**src/rtl/sw_pkg.sv**
```systemverilog
package sw_pkg;
  localparam int BYTE_W    = 8;
  localparam int ADDR_W    = 8;
  localparam int NFIELDS   = 6;
  localparam int RAM_AW    = 6;
  localparam logic [ADDR_W-1:0] A_FUNC  = 8'h28;
  localparam logic [ADDR_W-1:0] A_FLAGS = 8'h2B;
  localparam logic [ADDR_W-1:0] A_SPARE = 8'h2C;
  localparam logic [ADDR_W-1:0] A_STOP  = 8'h2E;
  localparam logic [ADDR_W-1:0] A_RAM   = 8'h40;
  localparam int FN_MODE_BIT = 4;
  localparam int FN_RES_BIT  = 7;

  function automatic logic [3:0] tens_limit(input int idx);
    return (idx == 1 || idx == 2) ? 4'd5 : 4'd9;
  endfunction

  function automatic bit has_flag(input int idx);
    return (idx == 1 || idx == 2);
  endfunction
endpackage

```
**src/rtl/sw_bcd_field.sv**
```systemverilog
module sw_bcd_field
  import sw_pkg::*;
#(
  parameter logic [3:0] TENS_MAX = 4'd9,
  parameter bit         HAS_FLAG = 1'b0
) (
  input  logic              clk,
  input  logic              rst,
  input  logic              inc,
  input  logic              ld,
  input  logic [BYTE_W-1:0] ld_val,
  output logic [BYTE_W-1:0] q,
  output logic              at_term
);
  localparam logic [BYTE_W-1:0] TERM = {TENS_MAX, 4'h9};

  logic [BYTE_W-1:0] val, nxt_val;

  always_comb begin
    val = HAS_FLAG ? {1'b0, q[BYTE_W-2:0]} : q;
    at_term = (val == TERM);
    if (at_term)
      nxt_val = '0;
    else if (val[3:0] == 4'h9)
      nxt_val = {val[7:4] + 4'h1, 4'h0};
    else
      nxt_val = val + 1'b1;
  end

  always_ff @(posedge clk) begin
    if (rst)
      q <= '0;
    else if (ld)
      q <= ld_val;
    else if (inc)
      q <= HAS_FLAG ? {q[BYTE_W-1], nxt_val[BYTE_W-2:0]} : nxt_val;
  end

  // a terminal byte that advances returns to zero
  p_roll_zero_r2: assert property (@(posedge clk) disable iff (rst)
    (inc && at_term && !ld) |=> (q[BYTE_W-2:0] == '0));

  // counting keeps the flag bit
  generate
    if (HAS_FLAG) begin : g_flag_chk
      p_flag_kept_r4: assert property (@(posedge clk) disable iff (rst)
        (inc && !ld) |=> (q[BYTE_W-1] == $past(q[BYTE_W-1])));
    end
  endgenerate

  // without advance or load the byte holds
  p_hold_r5: assert property (@(posedge clk) disable iff (rst)
    (!inc && !ld) |=> $stable(q));
endmodule

```
**src/rtl/sw_ram.sv**
```systemverilog
module sw_ram
  import sw_pkg::*;
#(
  parameter int AW = RAM_AW,
  parameter int DW = BYTE_W
) (
  input  logic          clk,
  input  logic          we,
  input  logic [AW-1:0] a,
  input  logic [DW-1:0] d,
  output logic [DW-1:0] q
);
  localparam int DEPTH = 1 << AW;
  logic [DW-1:0] mem [DEPTH];

  always_ff @(posedge clk) begin
    if (we) mem[a] <= d;
    q <= mem[a];
  end
endmodule

```
**src/rtl/bcd_stopwatch.sv**
```systemverilog
module bcd_stopwatch
  import sw_pkg::*;
(
  input  logic              clk,
  input  logic              rst,
  input  logic              tick,
  input  logic              wr_en,
  input  logic [ADDR_W-1:0] addr,
  input  logic [BYTE_W-1:0] wdata,
  output logic [BYTE_W-1:0] rdata
);
  localparam int RAM_SEL_W = ADDR_W - RAM_AW;

  logic [BYTE_W-1:0] tq [NFIELDS];
  logic [NFIELDS-1:0] at_term, ld;
  logic [NFIELDS:0]   carry;
  logic               time_wr, run_en, adv, wrap;
  logic               stop_q;
  logic [BYTE_W-1:0]  func_q, flags_q, spare_q;
  logic [BYTE_W-1:0]  reg_rd_q, ram_q, reg_rd_d;
  logic               ram_hit, ram_sel_q;

  assign time_wr = wr_en && (addr < ADDR_W'(NFIELDS));
  assign run_en  = func_q[FN_MODE_BIT] && func_q[FN_RES_BIT] && !stop_q;
  assign adv     = tick && run_en && !time_wr;
  assign carry[0] = adv;
  assign wrap    = carry[NFIELDS];

  genvar i;
  generate
    for (i = 0; i < NFIELDS; i++) begin : g_field
      assign ld[i] = wr_en && (addr == ADDR_W'(i));
      assign carry[i+1] = carry[i] && at_term[i];
      sw_bcd_field #(
        .TENS_MAX(tens_limit(i)),
        .HAS_FLAG(has_flag(i))
      ) u_fld (
        .clk    (clk),
        .rst    (rst),
        .inc    (carry[i]),
        .ld     (ld[i]),
        .ld_val (wdata),
        .q      (tq[i]),
        .at_term(at_term[i])
      );
    end
  endgenerate

  always_ff @(posedge clk) begin
    if (rst) begin
      stop_q  <= 1'b1;
      func_q  <= '0;
      flags_q <= '0;
      spare_q <= '0;
    end else begin
      if (wr_en && addr == A_STOP)  stop_q  <= wdata[0];
      if (wr_en && addr == A_FUNC)  func_q  <= wdata;
      if (wr_en && addr == A_SPARE) spare_q <= wdata;
      flags_q <= ((wr_en && addr == A_FLAGS) ? (flags_q & wdata) : flags_q)
                 | {{(BYTE_W-1){1'b0}}, wrap};
    end
  end

  assign ram_hit = (addr[ADDR_W-1 -: RAM_SEL_W] == A_RAM[ADDR_W-1 -: RAM_SEL_W]);

  sw_ram u_ram (
    .clk(clk),
    .we (wr_en && ram_hit),
    .a  (addr[RAM_AW-1:0]),
    .d  (wdata),
    .q  (ram_q)
  );

  always_comb begin
    reg_rd_d = '0;
    if (addr < ADDR_W'(NFIELDS)) reg_rd_d = tq[addr[2:0]];
    else if (addr == A_STOP)     reg_rd_d = {{(BYTE_W-1){1'b0}}, stop_q};
    else if (addr == A_FUNC)     reg_rd_d = func_q;
    else if (addr == A_FLAGS)    reg_rd_d = flags_q;
    else if (addr == A_SPARE)    reg_rd_d = spare_q;
  end

  always_ff @(posedge clk) begin
    if (rst) begin
      reg_rd_q  <= '0;
      ram_sel_q <= 1'b0;
    end else begin
      reg_rd_q  <= reg_rd_d;
      ram_sel_q <= ram_hit;
    end
  end

  assign rdata = ram_sel_q ? ram_q : reg_rd_q;

  // stopped count does not move
  p_stop_freeze_r5: assert property (@(posedge clk) disable iff (rst)
    (stop_q && !time_wr) |=> (tq[0] == $past(tq[0])));

  // both function bits needed to count
  p_func_gate_r6: assert property (@(posedge clk) disable iff (rst)
    (!(func_q[FN_MODE_BIT] && func_q[FN_RES_BIT]) && !time_wr) |=> $stable(tq[0]));

  // write wins over same-cycle tick
  p_write_wins_r7: assert property (@(posedge clk) disable iff (rst)
    (wr_en && addr == '0) |=> (tq[0] == $past(wdata)));

  // full wrap clears and flags
  p_wrap_flag_r3: assert property (@(posedge clk) disable iff (rst)
    (adv && (&at_term)) |=> (flags_q[0] && tq[NFIELDS-1] == '0 && tq[0] == '0));
endmodule

```
**config.mk**
```make
export PLATFORM = sky130hd
export DESIGN_NAME = bcd_stopwatch
export DESIGN_NICKNAME = d
export VERILOG_FILES = /design/src/rtl/sw_pkg.sv /design/src/rtl/sw_bcd_field.sv /design/src/rtl/sw_ram.sv /design/src/rtl/bcd_stopwatch.sv
export SDC_FILE = /design/constraint.sdc
export NUM_CORES = 1
export LEC_CHECK = 0
export CORE_MARGIN = 2
export CORE_UTILIZATION = 30
export CTS_CLUSTER_DIAMETER = 200
export DETAILED_ROUTE_END_ITERATION = 10
export GPL_ROUTABILITY_DRIVEN = 0
export HOLD_SLACK_MARGIN = 0.02
export PLACE_DENSITY_LB_ADDON = 0.12
export SLEW_MARGIN = 30
export SYNTH_ARGS = -nofsm -noshare
export SYNTH_HDL_FRONTEND = slang
export SYNTH_SLANG_ARGS = --single-unit
export TNS_END_PERCENT = 20
```
**constraint.sdc**
```tcl
create_clock -name clk -period 2.95 [get_ports clk]
set_input_delay 0.59 -clock clk [delete_from_list [all_inputs] [get_ports clk]]
set_output_delay 0.59 -clock clk [all_outputs]
set_load 0.03 [all_outputs]
```
* Word level (Yosys, flattened, before mapping)
Memories as Yosys holds them, arrays and structs flattened. A register that Yosys moved wholly into a read port is not among the register bits.
Cells that the tools add are included.
** Word-level totals
- Register bits :: 82
- Bits in writable memories :: 512
- Output and inout port bits :: 8
- Memories :: 1
** Memories
- u_ram.mem :: words 64, width 8, read ports 1, clocked after memory_dff 1, wr ports 1, RTL line sw_ram.sv:14 : logic [DW-1:0] mem [DEPTH];
** Cells by class
- Add/subtract/negate cells :: 12
- Magnitude comparators :: 2
- Equal/unequal tests :: 22
- Multiplexer cells :: 36
- Bitwise logic cells :: 3
- Reduce and logical (&&, ||, !) cells :: 31
** Operators by type and width (number)
- 8-bit 2-to-1 mux :: 27
- 7-bit 2-to-1 mux :: 6
- 8-bit by 1-bit adder with 8-bit output (second input constant) :: 4
- 8-bit by 6-bit == test with 1-bit output (second input constant) :: 4
- 8-bit == test (second input constant) :: 4
- 8-bit binary-select mux with 3-bit select :: 1
- 4-bit == test (second input constant) :: 6
- 1-bit logical AND :: 22
- 4-bit by 1-bit adder with 4-bit output (second input constant) :: 4
- 8-bit by 2-bit == test with 1-bit output (second input constant) :: 2
- 8-bit by 3-bit == test with 1-bit output (second input constant) :: 2
- 7-bit by 1-bit adder with 7-bit output (second input constant) :: 2
- 7-bit == test (second input constant) :: 2
- 2-bit nonzero test :: 6
- 8-bit AND :: 1
- 8-bit by 1-bit == test with 1-bit output (second input constant) :: 1
- 8-bit zero test :: 1
- 8-bit by 3-bit < comparator with 1-bit output (second input constant) :: 1
- 8-bit by 1-bit bitwise OR with 8-bit output :: 1
- 3-bit by 1-bit adder with 3-bit output (second input constant) :: 2
- 4-bit >= comparator (second input constant) :: 1
- 3-bit NOT with 4-bit output :: 1
- 2-bit by 1-bit == test with 1-bit output (second input constant) :: 1
- 1-bit zero test :: 2
- 1-bit 2-to-1 mux :: 2

* Longest topological paths before layout
- Depth after elaboration :: 11
- Mapped depth :: 10
- Mapped depth without buffers :: 7

* Cells and area by module
Synthesis repeated with hierarchy kept, for this count alone.
** Unflattened totals
- Cell total of the unflattened synthesis :: 1825
- Area total of the unflattened synthesis :: 25977.4 um^2
** Modules (own cells, without submodules)
- sw_ram :: times used 1, cells each 1171, area an instance 20449.6 um^2, sequential area each 15534.9 um^2
- sw_bcd_field (g_field[0].u_fld ...) :: times used 4, cells each 73, area an instance 591.8 um^2, sequential area each 160.2 um^2
- bcd_stopwatch :: times used 1, cells each 234, area an instance 2072.0 um^2, sequential area each 680.7 um^2
- sw_bcd_field (g_field[1].u_fld ...) :: times used 2, cells each 64, area an instance 544.3 um^2, sequential area each 160.2 um^2

* Worst setup path after synthesis
OpenSTA, ideal clock, no wires.
- Path kind :: input-to-reg
- Start :: in addr[0]
- End :: mem u_ram.mem[63][0] (netlist name) (enable)
- Setup time :: 0.370 ns
- Data arrival time :: 2.246 ns
- Path slack :: 0.334 ns
- Cell stages on the path :: 7
- Buffers on the path :: 5
- Path through :: buf_2 buf_6 buf_4 buf_2 buf_2 nand3_1 nor2_1
** RTL lines
- from (decl) :: RTL line bcd_stopwatch.sv:8 : input logic [ADDR_W-1:0] addr,
- to (decl) :: RTL line sw_ram.sv:14
No word-level cell before the write port.

* Worst setup path after layout
- Start :: reg ram_sel_q
- End :: out rdata[6]
** Between the ends
- Longest elaborated chain between the ends :: 1
** RTL lines
- from (decl) :: RTL line bcd_stopwatch.sv:21 : logic ram_hit, ram_sel_q;
- from (signal assigned) :: RTL line bcd_stopwatch.sv:89 : ram_sel_q <= ram_hit;
- 8-bit 2-to-1 mux :: RTL line bcd_stopwatch.sv:93 : assign rdata = ram_sel_q ? ram_q : reg_rd_q;
- to (decl) :: RTL line bcd_stopwatch.sv:10 : output logic [BYTE_W-1:0] rdata
No other way between the ends.

==> impl_metrics.json <==
{
  "postLayoutSetupSlackWorst_ns": 0.241,
  "p_leak_nw": 9.91,
  "slowest_stage": "clkdlybuf4s50_1",
  "placed_cell_area_mm2": 0.0281,
  "intPower_w": 0.0149,
  "ys_ff_latch": 602,
  "timing.final.crit_period_ns": 2.71,
  "cts_max_path_buffers": 3,
  "drt-total-wl_um": 73500,
  "cp_max_fo": 8,
  "grt_pass1_wl_um": 107000,
  "seqPwrFrac_pct": 48.6,
  "ant_nets": 0,
  "tns_ns": 0,
  "cts_setup_buffers": 0,
  "crit_required_ns": 2.36,
  "grt_overflow": 0,
  "vias": 14700,
  "grt_pass1_vias": 15000,
  "path_clk_slew_ns": 0.06,
  "core_mm2": 0.0834,
  "port_buffers": 27,
  "routedWlPerCell_um": 25.7,
  "worst_ir_drop_vdd_v": 0.000369,
  "hpwl_um": 47500,
  "chipHeight_um": 294,
  "antenna_found_initial": 3,
  "cts_resized": 0,
  "seq_area_frac_synth_pct": 68.1,
  "dieArea_mm2": 0.0865,
  "swShare_pct": 22.0,
  "yosys_warnings": 0,
  "final_area_mm2": 0.0305,
  "cts_tree": "built",
  "dr.pass1.iters": 5,
  "cts_made_buffers": 71,
  "first_iter_violations": 1013,
  "power.density_mw_per_mm2": 629,
  "cts_root_buffer": "clkbuf_16",
  "avgSynthCellArea_um2": 16.5,
  "outcome": "finished clean",
  "synthCells": 1533,
  "mostFrequentLayoutCells": "edfxtp_1 (512), buf_4 (170), mux4_2 (136)",
  "skew_ns": 0.0250,
  "power_switching_w": 0.00422,
  "layout-drive-gt1-share_pct": 28.0,
  "finalHoldViolCount": 0,
  "reg2reg_slack_ns": 0.33,
  "fin_util_pct": 36.5,
  "rsz0062_at_grt": "no",
  "drv_slew": 0,
  "cpPeakStageDelay_ns": 0.60,
  "cap_violations": 0,
  "worst-slew-pin-transition_ns": 0.978,
  "final_nets": 1763,
  "synth.cell_area_mm2": 0.0252,
  "whs_ns": 0.359,
  "period_share_pct": 91.8,
  "synthArstFlopShare_pct": 0,
  "ios": 28,
  "via_per_inst": 5.15,
  "holdBufCountCts": 0,
  "fmax_mhz": 369,
  "arrival_ns": 2.12,
  "grt_max_degree": 75,
  "path_buf_inv": 1,
  "drc": 0,
  "syn_nets": 1575,
  "p_clk_share_pct": 46.4,
  "crit_chain": "mux2_2 > clkdlybuf4s50_1",
  "start_util_pct": 30.3,
  "place_ws_ns": -0.168,
  "track_usage_pct": 17.1,
  "critPathTopFamily": "buffers and inverters",
  "worstSetupPathType": "flop to output port",
  "htreeDepth": 3,
  "syn2layout_area_growth_pct": 20.7,
  "worstSetupStartpointType": "flop",
  "hold_class": "primary input to flop",
  "fp-row-count": 106,
  "clock_sinks": 602,
  "max_slew_margin_pct": 34.8,
  "synth_edf_count": 512,
  "clk_latency_ns": 0.61,
  "power_frac_comb_pct": 5.0,
  "synth_cell_types": 72,
  "setup_viol": 0,
  "chipWidth_um": 294,
  "endpoint_kind": "output port",
  "synth-main-ff-cell": "edfxtp_1",
  "final_common_cell": "edfxtp_1"
}
-- logic make-up after synthesis --
logic type	Yosys count	share of synthesized area [%]
buffers and inverters	123	2.23
muxes	193	14.5
and+or+nand+nor	336	7.23
AOI/OAI and AO/OA	247	6.51
adders and majority gates	22	1.09
DFF	602	68.1
xor gates and xnor gates	10	0.347
-- area by class of cell --
| class | count | area [um^2] |
|---|---|---|
| multi-input combinational | 808 | 7510 |
| clock buffer | 91 | 1890 |
| fill | 7806 | 53000 |
| antenna | 3 | 7.51 |
| sequential | 602 | 17200 |
| tap | 1080 | 1350 |
| clock inverter | 39 | 483 |
| timing repair buffer | 220 | 1970 |
| inverter | 18 | 67.6 |
-- metal layers --
metal  track usage, %  vias to the layer above  share of wire (%)
li1                 -                     6582                  -
met1             25.5                     7723                 48
met2             26.2                      349                 45
met3             2.57                       92                4.3
met4             4.14                        0                2.0
met5                0                        -                  0
-- per-stage QoR --
step / std cells / total power [W]
final: 2861 / 0.0191
after CTS: 2858 / 0.0194
after detailed placement: 2728 / 0.0105
after floorplan: 1533 / 0.00991
after global placement: 2728 / 0.0105
after global routing: 2859 / 0.0198
-- flip-flops by register name, indices dropped and copies added (netlist names) --
register,cells
ram_sel_q,1
flags_q,8
stop_q,1
spare_q,8
u_ram.mem,512
g_field.u_fld.q,48
reg_rd_q,8
u_ram.q,8
func_q,8
-- path summary, 6_finish.rpt --
check	start	end	cells past startpoint
setup / recovery	ram_sel_q	rdata[6]	2
hold / removal	rst	spare_q[1]	2
setup reg to reg	g_field[0].u_fld.q[0]	g_field[4].u_fld.q[4]	7
hold reg to reg	flags_q[7]	flags_q[7]	1
-- power groups by stage --
stage	Combinational, W	Sequential, W	Clock, W
final	0.000964	0.00930	0.00888
after global routing	0.00104	0.00929	0.00945
after CTS	0.000986	0.00930	0.00910
after detailed placement	0.000983	0.00948	0
after global placement	0.000979	0.00948	0
after floorplan	0.000467	0.00944	0
-- synth_stat cells (18+ instances only) --
master	number	area, um^2
edfxtp_1	512	15400
mux4_2	136	3060
nor2_1	118	443
dfxtp_1	90	1800
a22oi_1	82	616
a21oi_1	62	310
clkbuf_1	54	203
nand2_1	54	203
o21ai_0	34	170
nand3_1	29	145
mux2i_1	28	280
mux2_2	27	304
buf_2	26	130
ha_1	22	275
inv_1	18	67.6
(Power assumes the default switching activity.)
